### config.mk
export PLATFORM = sky130hd
export DESIGN_NAME = trig_pulse_train
export DESIGN_NICKNAME = d
export VERILOG_FILES = /design/src/rtl/trig_pulse_train.sv
export SDC_FILE = /design/constraint.sdc
export NUM_CORES = 1
export LEC_CHECK = 0
export ABC_AREA = 1
export BUFFER_PORTS_ARGS = -buffer_cell sky130_fd_sc_hd__buf_4
export CAP_MARGIN = 5
export CORE_ASPECT_RATIO = 1.4
export CORE_MARGIN = 3
export CORE_UTILIZATION = 60
export CTS_CLUSTER_DIAMETER = 60
export CTS_CLUSTER_SIZE = 12
export DETAILED_ROUTE_END_ITERATION = 8
export PLACE_DENSITY = 0.82
export SLEW_MARGIN = 10
export SYNTH_ARGS = -nofsm -noshare
export SYNTH_HDL_FRONTEND = slang
export SYNTH_SLANG_ARGS = --single-unit
### constraint.sdc
create_clock -name clk -period 3.02 [get_ports clk]
set_input_delay 0.906 -clock clk [delete_from_list [all_inputs] [get_ports clk]]
set_output_delay 0.906 -clock clk [all_outputs]
set_load 0.01 [all_outputs]
### src/rtl/trig_pulse_train.sv
module trig_pulse_train #(
  parameter int DW = 34,
  parameter int TW = 27,
  parameter int CW = 16
) (
  input  logic          clk,
  input  logic          rst_n,
  input  logic          en,
  input  logic          trig,
  input  logic          abort,
  input  logic [DW-1:0] cfg_delay,
  input  logic [TW-1:0] cfg_width,
  input  logic [TW-1:0] cfg_period,
  input  logic [CW-1:0] cfg_count_m1,
  input  logic          cfg_cont,
  output logic          pulse_out,
  output logic          busy,
  output logic          done,
  output logic          missed,
  output logic          cfg_err
);
  typedef enum logic [1:0] {IDLE, DELAY, TRAIN} st_t;
  st_t st;

  logic [DW-1:0] dly_cnt;
  logic [TW-1:0] ph, w_q, p_q;
  logic [CW-1:0] rem;
  logic          cont_q;

  wire cfg_bad = (cfg_width == '0) || (cfg_width >= cfg_period) || (cfg_delay == '0);
  wire last    = (rem == '0) && !cont_q;

  assign busy = (st != IDLE);

  always_ff @(posedge clk) begin
    if (!rst_n) begin
      st        <= IDLE;
      dly_cnt   <= '0;
      ph        <= '0;
      w_q       <= '0;
      p_q       <= '0;
      rem       <= '0;
      cont_q    <= 1'b0;
      pulse_out <= 1'b0;
      done      <= 1'b0;
      missed    <= 1'b0;
      cfg_err   <= 1'b0;
    end else begin
      done <= 1'b0;
      if (abort) begin
        st        <= IDLE;
        pulse_out <= 1'b0;
        missed    <= 1'b0;
        cfg_err   <= 1'b0;
      end else if (!en) begin
        st        <= IDLE;
        pulse_out <= 1'b0;
      end else begin
        case (st)
          IDLE: if (trig) begin
            if (cfg_bad) cfg_err <= 1'b1;
            else begin
              dly_cnt <= cfg_delay;
              w_q     <= cfg_width;
              p_q     <= cfg_period;
              rem     <= cfg_count_m1;
              cont_q  <= cfg_cont;
              st      <= DELAY;
            end
          end
          DELAY: begin
            if (trig) missed <= 1'b1;
            if (dly_cnt == DW'(1)) begin
              st        <= TRAIN;
              pulse_out <= 1'b1;
              ph        <= TW'(1);
            end else begin
              dly_cnt <= dly_cnt - DW'(1);
            end
          end
          TRAIN: begin
            if (trig) missed <= 1'b1;
            ph <= ph + TW'(1);
            if (ph == w_q) begin
              pulse_out <= 1'b0;
              if (last) begin
                done <= 1'b1;
                st   <= IDLE;
              end
            end
            if (ph == p_q) begin
              pulse_out <= 1'b1;
              ph        <= TW'(1);
              rem       <= rem - CW'(1);
            end
          end
          default: st <= IDLE;
        endcase
      end
    end
  end
endmodule


# Word-level counts from Yosys, hierarchy flattened
# Cells that the tools add are included.
word_totals:
  reg_bits: 138
op_classes:
  add_sub_neg: 3
  magnitude_cmp: 1
  n_eq_ne: 13
  mux: 22
  bitwise_logic: 6
  reduce_logical: 24
op_table:
  columns: ["cell", "count"]
  rows:
  - ["$mux W34", 3]
  - ["$pmux W34 S2", 1]
  - ["$eq A27 B27 Y1", 2]
  - ["$mux W27", 2]
  - ["$pmux W27 S2", 1]
  - ["$mux W16", 3]
  - ["$eq A34 B1 Y1 const B", 1]
  - ["$logic_not A34 Y1", 1]
  - ["$sub A34 B1 Y34 const B", 1]
  - ["$pmux W16 S2", 1]
  - ["$add A27 B1 Y27 const B", 1]
  - ["$ge A27 B27 Y1", 1]
  - ["$logic_not A27 Y1", 1]
  - ["$logic_not A16 Y1", 1]
  - ["$sub A16 B1 Y16 const B", 1]
  - ["$ne A2 B2 Y1 const B", 7]
  - ["$reduce_and A6 Y1", 2]
  - ["$mux W2", 5]
  - ["$reduce_and A5 Y1", 2]
  - ["$reduce_and A4 Y1", 2]
  - ["$reduce_bool A2 Y1", 4]
  - ["$not A1 Y1", 6]
  - ["$pmux W2 S3", 1]
  - ["$reduce_and A3 Y1", 2]
  - ["12 further kinds", 17]

# Logic depth before layout (Yosys ltp)
# Gate-level depths: netlist of run 1.
depth:
  word_depth: 6
  ltp_mapped: 18
  mapped_depth_nobuf: 17

# Least setup slack after synthesis of run 1
# No wires, ideal clock.
synth_timing:
  path_kind: "input port to flip-flop"
  from: "in cfg_period[26]"
  to: "reg dly_cnt[27]"
  setup_time_ns: 0.110
  arrival_time_ns: 2.466
  t_required_ns: 2.910
  path_slack_ns: 0.444
  stages: 16
  n_path_buf: 2
  cell_sequence: "inv_1 -> ha_1 -> nand2_1 -> inv_1 -> nand2_1 -> nand2_1 -> a21oi_1 -> nand3_1 -> nor2_1 -> nand2_1 -> nand2_1 -> buf_2 -> buf_2 -> nand4_1 -> nand2_1 -> nor2_1"
synth_via:
  elab_chain_len: 5
synth_lines:
  columns: ["element", "line_no", "rtl"]
  rows:
  - ["start: declaration", "13", "input logic [TW-1:0] cfg_period,"]
  - ["$ge A27 B27 Y1", "30", "wire cfg_bad = (cfg_width == '0) || (cfg_width >= cfg_period) || (cfg_delay == '0);"]
  - ["$logic_or A1 B1 Y1 (2 in a row)", "30", null]
  - ["$ne A2 B2 Y1 (no line)", null, null]
  - ["$reduce_and A6 Y1 (no line)", null, null]
  - ["end signal: assignment", "63", "dly_cnt <= cfg_delay;"]
  - ["end signal: assignment", "78", "dly_cnt <= dly_cnt - DW'(1);"]
  - ["end: declaration", "25", "logic [DW-1:0] dly_cnt;"]
# Every way passes these cells.
# A chain may end at the register's enable or synchronous reset.

# Worst setup path in the final report of run 1
layout_timing:
  from: "in cfg_width[18]"
  to: "reg rem[12]"
layout_via:
  elab_chain_len: 5
  word_cells_on_any_way: 6
layout_lines:
  columns: ["element", "line_no", "rtl"]
  rows:
  - ["start: declaration", "12", "input logic [TW-1:0] cfg_width,"]
  - ["$ge A27 B27 Y1 / $logic_not A27 Y1 (equally long branches)", "30", null]
  - ["$logic_or A1 B1 Y1 (*) (2 in a row)", "30", null]
  - ["$ne A2 B2 Y1 (no line) (*)", null, null]
  - ["$reduce_and A6 Y1 (no line) (*)", null, null]
  - ["end signal: assignment", "66", "rem <= cfg_count_m1;"]
  - ["end signal: assignment", "94", "rem <= rem - CW'(1);"]
  - ["end: declaration", "27", "logic [CW-1:0] rem;"]
# Mark *: on every way between the ends. The rest lies on a longest branch, timed or not.

==> out/metrics.yaml, run 1 <==
grt_pass1_wl_um: 45800
grtUsageTotal_pct: 32.0
syn-num-nets: 1702
max_freq_mhz: 363
synth_top_area_share_pct: 28.9
internal_power_w: 0.00361
cts_hold_buf: 0
worst-setup-path-type: "input pin to register"
maxCapViolations: 0
yosysSeqAreaShare_pct: 28.9
cts-root-buf: "clkbuf_16"
synthesis.area_um2: 9550
worstPathArrival_ns: 3.07
ant_nets: 0
final_common_cell: "nand2_1"
setup_violations: 0
wl_per_cell_um: 15.4
drt_iter0_markers: 738
stdcell_area_um2: 11100
final_hold_viol_count: 0
synthesis.instances: 1557
finalCriticalPeriod_ns: 2.75
cts_made_buffers: 17
hold_slack_ns: 0.457
rsz0062_at_grt: "false"
htreeDepth: 4
worstHoldPathCells: 2
crit_top_cell: "nand2_1"
cp_max_fo: 23
grt_start_max_net_pins: 56
skew_ns: 0.0108
cts.path.max_buffers: 2
vias: 10300
cp_slowest_cell: "ha_1"
grt_pass1_vias: 9937
ioPinCount: 115
rows: 53
clkPwrFrac_pct: 39.8
synth_area_leaders: "dfxtp_1, nand2_1, nor2_1"
worst_setup_path_start_kind: "input pin"
peakVddDrop_uv: 360
end_kind: "register"
synth_top_area_cell: "dfxtp_1"
cts_setup_buffers: 0
slowest_delay_ns: 0.29
grt_antenna_before_repair: 1
yosys_warnings: 0
cts.reportedPaths.clkPinSlew_ns: 0.06
power.total_w: 0.00540
slew_violations: 0
port_buffers: 114
leakagePower_nw: 5.34
gp_congestion: 0.951
drt-vias-per-instance: 5.55
path_delay_family: "simple AND/OR/NAND/NOR gates"
synthFlopType: "dfxtp_1"
die_w_um: 113
status: "finished, final reports clean"
cts_tree: "yes"
synth_edf_count: 0
drtPass1Iterations: 5
synthToLayoutAreaGrowth_pct: 16.4
r2r_cells: 10
combinationalPowerShare_pct: 24.3
cp.depth: 16
dp.final_hpwl_um: 21100
relSlewSlack_pct: 46.4
fin_nets: 1789
cts_resized: 0
p_per_area_nw_per_um2: 486
insertion_delay_ns: 0.43
drive_above_1_share_pct: 12.3
hp-class: "register to register"
die-height_um: 155
cp_cell_sequence: "buf_4 -> ha_1 -> nand2_1 -> nor2_1 -> nand2_1 -> nor3_1 -> nand2_1 -> nand2_1 -> nand2_1 -> nand2_1 -> nand2_1 -> buf_4 -> nand3_4 -> nand2_1 -> nand2_1 -> nor2_1"
synth_cell_types: 43
min_period_over_period_pct: 91.2
reg2reg_slack_ns: 0.45
core_area_um2: 15300
syn_avg_cell_area_um2: 6.13
insertedDiodeCount: 0
required_ns: 3.33
place_area_um2: 10500
synth-seq-cells: 138
p_seq_share_pct: 35.9
layout_common_cells: "nand2_1, nor2_1, inv_1"
dieArea_um2: 17500
crit_buf_inv: 2
tightest_slew_ns: 0.798
async_flop_share_pct: 0
drcViolationCount: 0
grt.overflow.total: 0
drt-total-wl_um: 28400
sw_frac_of_total_pct: 33.1
cts_sinks: 138
start_util_pct: 62.3
power_switching_w: 0.00179
## worst paths after layout
kind | startpoint | to
worst min register to register | missed | missed
worst max register to register | ph[14] | rem[15]
worst max-delay path | cfg_width[18] | rem[12]
worst min-delay path | missed | missed
## cells in the mapped netlist (all sizes together), types with 23 or more instances
library cell    n
clkbuf         26
nor2          271
nand4          43
nand2         429
ha             35
a21oi          99
o21ai          46
nor3           25
nand3         115
inv           183
xor2           23
xnor2          45
dfxtp         138
buf            37
## routing by layer
metal	vias up	GRT usage [%]	part of all wire, %
met4	2	23.1	7.3
met5	-	0	0.032
met2	406	56.9	50
met3	141	4.12	5.1
met1	4611	34.5	38
li1	5106	-	-
## worst reg2reg max path: stages, from the launching register on
cell and delay (ns):
dfxtp_1 0.41, xnor2_1 0.41, nand2_1 0.13, nor2_1 0.14, nand2_1 0.10, nor2_4 0.16
nand2_4 0.09, a21oi_4 0.38, nand3_4 0.35, nor2_1 0.23, nor2_1 0.06
## stage by stage
stage	std cells	util, %	setup TNS (ns)	setup WS [ns]
2_1_floorplan	1557	-	0	0.444
3_5_place_dp	1817	68.7	-2.08	-0.110
6_report	1849	72.6	0	0.267
4_1_cts	1849	72.6	0	0.330
5_1_grt	1849	72.6	0	0.0996
3_3_place_gp	1817	68.7	-0.270	-0.0468
## final cells by class
class | count | area [um2]
Timing Repair Buffer | 131 | 1030
Multi-Input combinational cell | 1172 | 5790
Clock buffer | 18 | 439
Fill cell | 1367 | 4200
Inverter | 184 | 692
Sequential cell | 138 | 2760
Tap cell | 192 | 240
Clock inverter | 14 | 160
## state kept, by name, indices dropped and copies added, names as in the netlist
name	count
dly_cnt	34
missed	1
cont_q	1
ph	27
done	1
cfg_err	1
w_q	27
rem	16
p_q	27
st	2
pulse_out	1
## kinds of logic after synthesis
logic type | share of synthesized area (%)
AND/OR/NAND/NOR | 39.5
buffers and inverters | 10.5
AO/OA/AOI/OAI | 9.46
flip-flops | 28.9
XOR/XNOR | 6.24
adder cells (fa/ha/maj) | 4.59
multiplexers | 0.838
## power groups by stage
stage / clock (W) / sequential (W) / combinational (W)
after CTS: 0.00216 / 0.00194 / 0.00130
after global placement: 0 / 0.00198 / 0.00127
after floorplan: 0 / 0.00196 / 0.000877
final: 0.00215 / 0.00194 / 0.00131
after global routing: 0.00223 / 0.00195 / 0.00147
after detailed placement: 0 / 0.00198 / 0.00129
Note: power is estimated with default switching activity, not from simulation.
==> run 2, diff against run 1 <==
--- a/config.mk
+++ b/config.mk
@@ -10,11 +10,11 @@
 export CAP_MARGIN = 5
 export CORE_ASPECT_RATIO = 1.4
 export CORE_MARGIN = 3
-export CORE_UTILIZATION = 60
+export CORE_UTILIZATION = 35
 export CTS_CLUSTER_DIAMETER = 60
 export CTS_CLUSTER_SIZE = 12
 export DETAILED_ROUTE_END_ITERATION = 8
-export PLACE_DENSITY = 0.82
+export PLACE_DENSITY = 0.53
 export SLEW_MARGIN = 10
 export SYNTH_ARGS = -nofsm -noshare
 export SYNTH_HDL_FRONTEND = slang
==> run 2 against run 1 <==
Against the previous run:
- design area up 3.6%
- clock skew about the same
- setup slack better by 0.099 ns
- clock power down 3%
- routed wire length up 5.4%
- die area up 68%
- critical path depth down 2
- sequential power about the same
- worst hold slack about the same
- clock-buffer cell count up 6
- sequential cell count unchanged
==> out/metrics.yaml, run 2 (synthesis results as in run 1) <==
status: "finished, final reports clean"
r2r-start: "dly_cnt[16]"
finalCriticalPeriod_ns: 2.65
relSlewSlack_pct: 46.9
hp-start: "missed"
worstPathArrival_ns: 3.00
hold_slack_ns: 0.456
worst_setup_path_start_kind: "input pin"
required_ns: 3.37
cts.reportedPaths.clkPinSlew_ns: 0.06
cts-root-buf: "clkbuf_16"
cts_tree: "yes"
cts_resized: 0
top_register: "dly_cnt"
drt_iter0_markers: 421
p_per_area_nw_per_um2: 466
drtPass1Iterations: 5
grt_pass1_vias: 9396
largest_reg_flops: 34
min_period_over_period_pct: 87.9
vias: 9780
peakVddDrop_uv: 215
slowest_delay_ns: 0.37
utilization_pct: 43.4
ioPinCount: 115
drcViolationCount: 0
dp.final_hpwl_um: 23400
cp_max_fo: 41
drive_above_1_share_pct: 13.3
cts_setup_buffers: 0
rows: 70
grt_start_max_net_pins: 62
insertedDiodeCount: 0
start_util_pct: 36.0
cp_cell_sequence: "buf_4 -> ha_1 -> nand2_1 -> inv_1 -> nand2_1 -> nand2_1 -> a21oi_1 -> nand3_1 -> nor2_1 -> nand2_1 -> inv_1 -> buf_4 -> nand3_1 -> a21oi_1"
port_buffers: 114
cts_made_buffers: 17
grt_antenna_before_repair: 0
worst-setup-path-type: "input pin to register"
dieArea_um2: 29300
cp_slowest_cell: "buf_4"
slew_violations: 0
setup_ws_ns: 0.366
tightest_slew_ns: 0.796
synthToLayoutAreaGrowth_pct: 20.6
wl_per_cell_um: 14.7
grtUsageTotal_pct: 20.1
cts_sinks: 138
gp_congestion: 0.922
die-height_um: 201
maxCapViolations: 0
cts_hold_buf: 0
final_common_cell: "nand2_1"
core_area_um2: 26500
setup_violations: 0
power.total_w: 0.00536
crit_top_cell: "nand2_1"
place_ws_ns: -0.0653
fin_nets: 1812
drt-vias-per-instance: 4.79
cts.path.max_buffers: 2
insertion_delay_ns: 0.43
ant_nets: 0
nFillCells: 2962
hp-class: "register to register"
end_kind: "register"
layout_common_cells: "nand2_1, nor2_1, inv_1"
htreeDepth: 4
die_w_um: 146
worstSetupStartpoint: "cfg_width[26]"
leakagePower_nw: 5.47
drt-total-wl_um: 29900
grt_pass1_wl_um: 47500
max_freq_mhz: 377
rsz0062_at_grt: "false"
final_hold_viol_count: 0
grt.overflow.total: 0
skew_ns: 0.0109
==> run 2: worst max-delay path: cells and delay by family <==
kind                       cells  cell delay [ns]
adders and majority gates      1             0.31
and+or+nand+nor                7             0.70
AOI/OAI and AO/OA              2             0.35
buffers and inverters          4             0.70
==> run 2: power by group <==
group	leakage (nW)	internal, W	total (W)	switching (W)
logic	4.06	0.000499	0.00134	0.000842
clock network	0.284	0.00127	0.00208	0.000808
registers	1.12	0.00188	0.00194	0.0000568
total	5.47	0.00366	0.00536	0.00171
==> run 2: per-stage QoR <==
step / TNS, ns / instance area, um2 / std cells
finish: 0 / 11500 / 2040
global route: 0 / 11500 / 2040
CTS: 0 / 11500 / 2040
detailed placement: -0.748 / 10900 / 2008
global placement: -0.666 / 10900 / 2008
floorplan: 0 / 9550 / 1557
==> run 2: final timing paths <==
check / slack [ns] / cells after the start / endpoint
min: 0.46 / 2 / missed
max: 0.37 / 14 / p_q[6]
max reg2reg: 0.57 / 10 / ph[5]
min reg2reg: 0.46 / 2 / missed
==> run 2: layer usage <==
layer / GRT usage [%] / vias up / wire [um] / part of all wire [%]
li1: - / 5152 / - / -
met1: 22.6 / 4373 / 12300 / 41
met2: 37.8 / 203 / 15700 / 52
met3: 2.86 / 52 / 930 / 3.1
met4: 8.04 / 0 / 1010 / 3.4
met5: 0 / - / 0 / 0
==> run 2: area by class of cell <==
class                   count  area [um2]  share of cell area [%]
flip-flops and latches    138        2760                    24.0
multi-input cells        1172        5790                    50.3
clock buffers              24         482                    4.18
repair buffers            154        1240                    10.8
clock inverters             8        92.6                   0.804
well taps                 360         450                    3.91
inverters                 184         692                    6.01
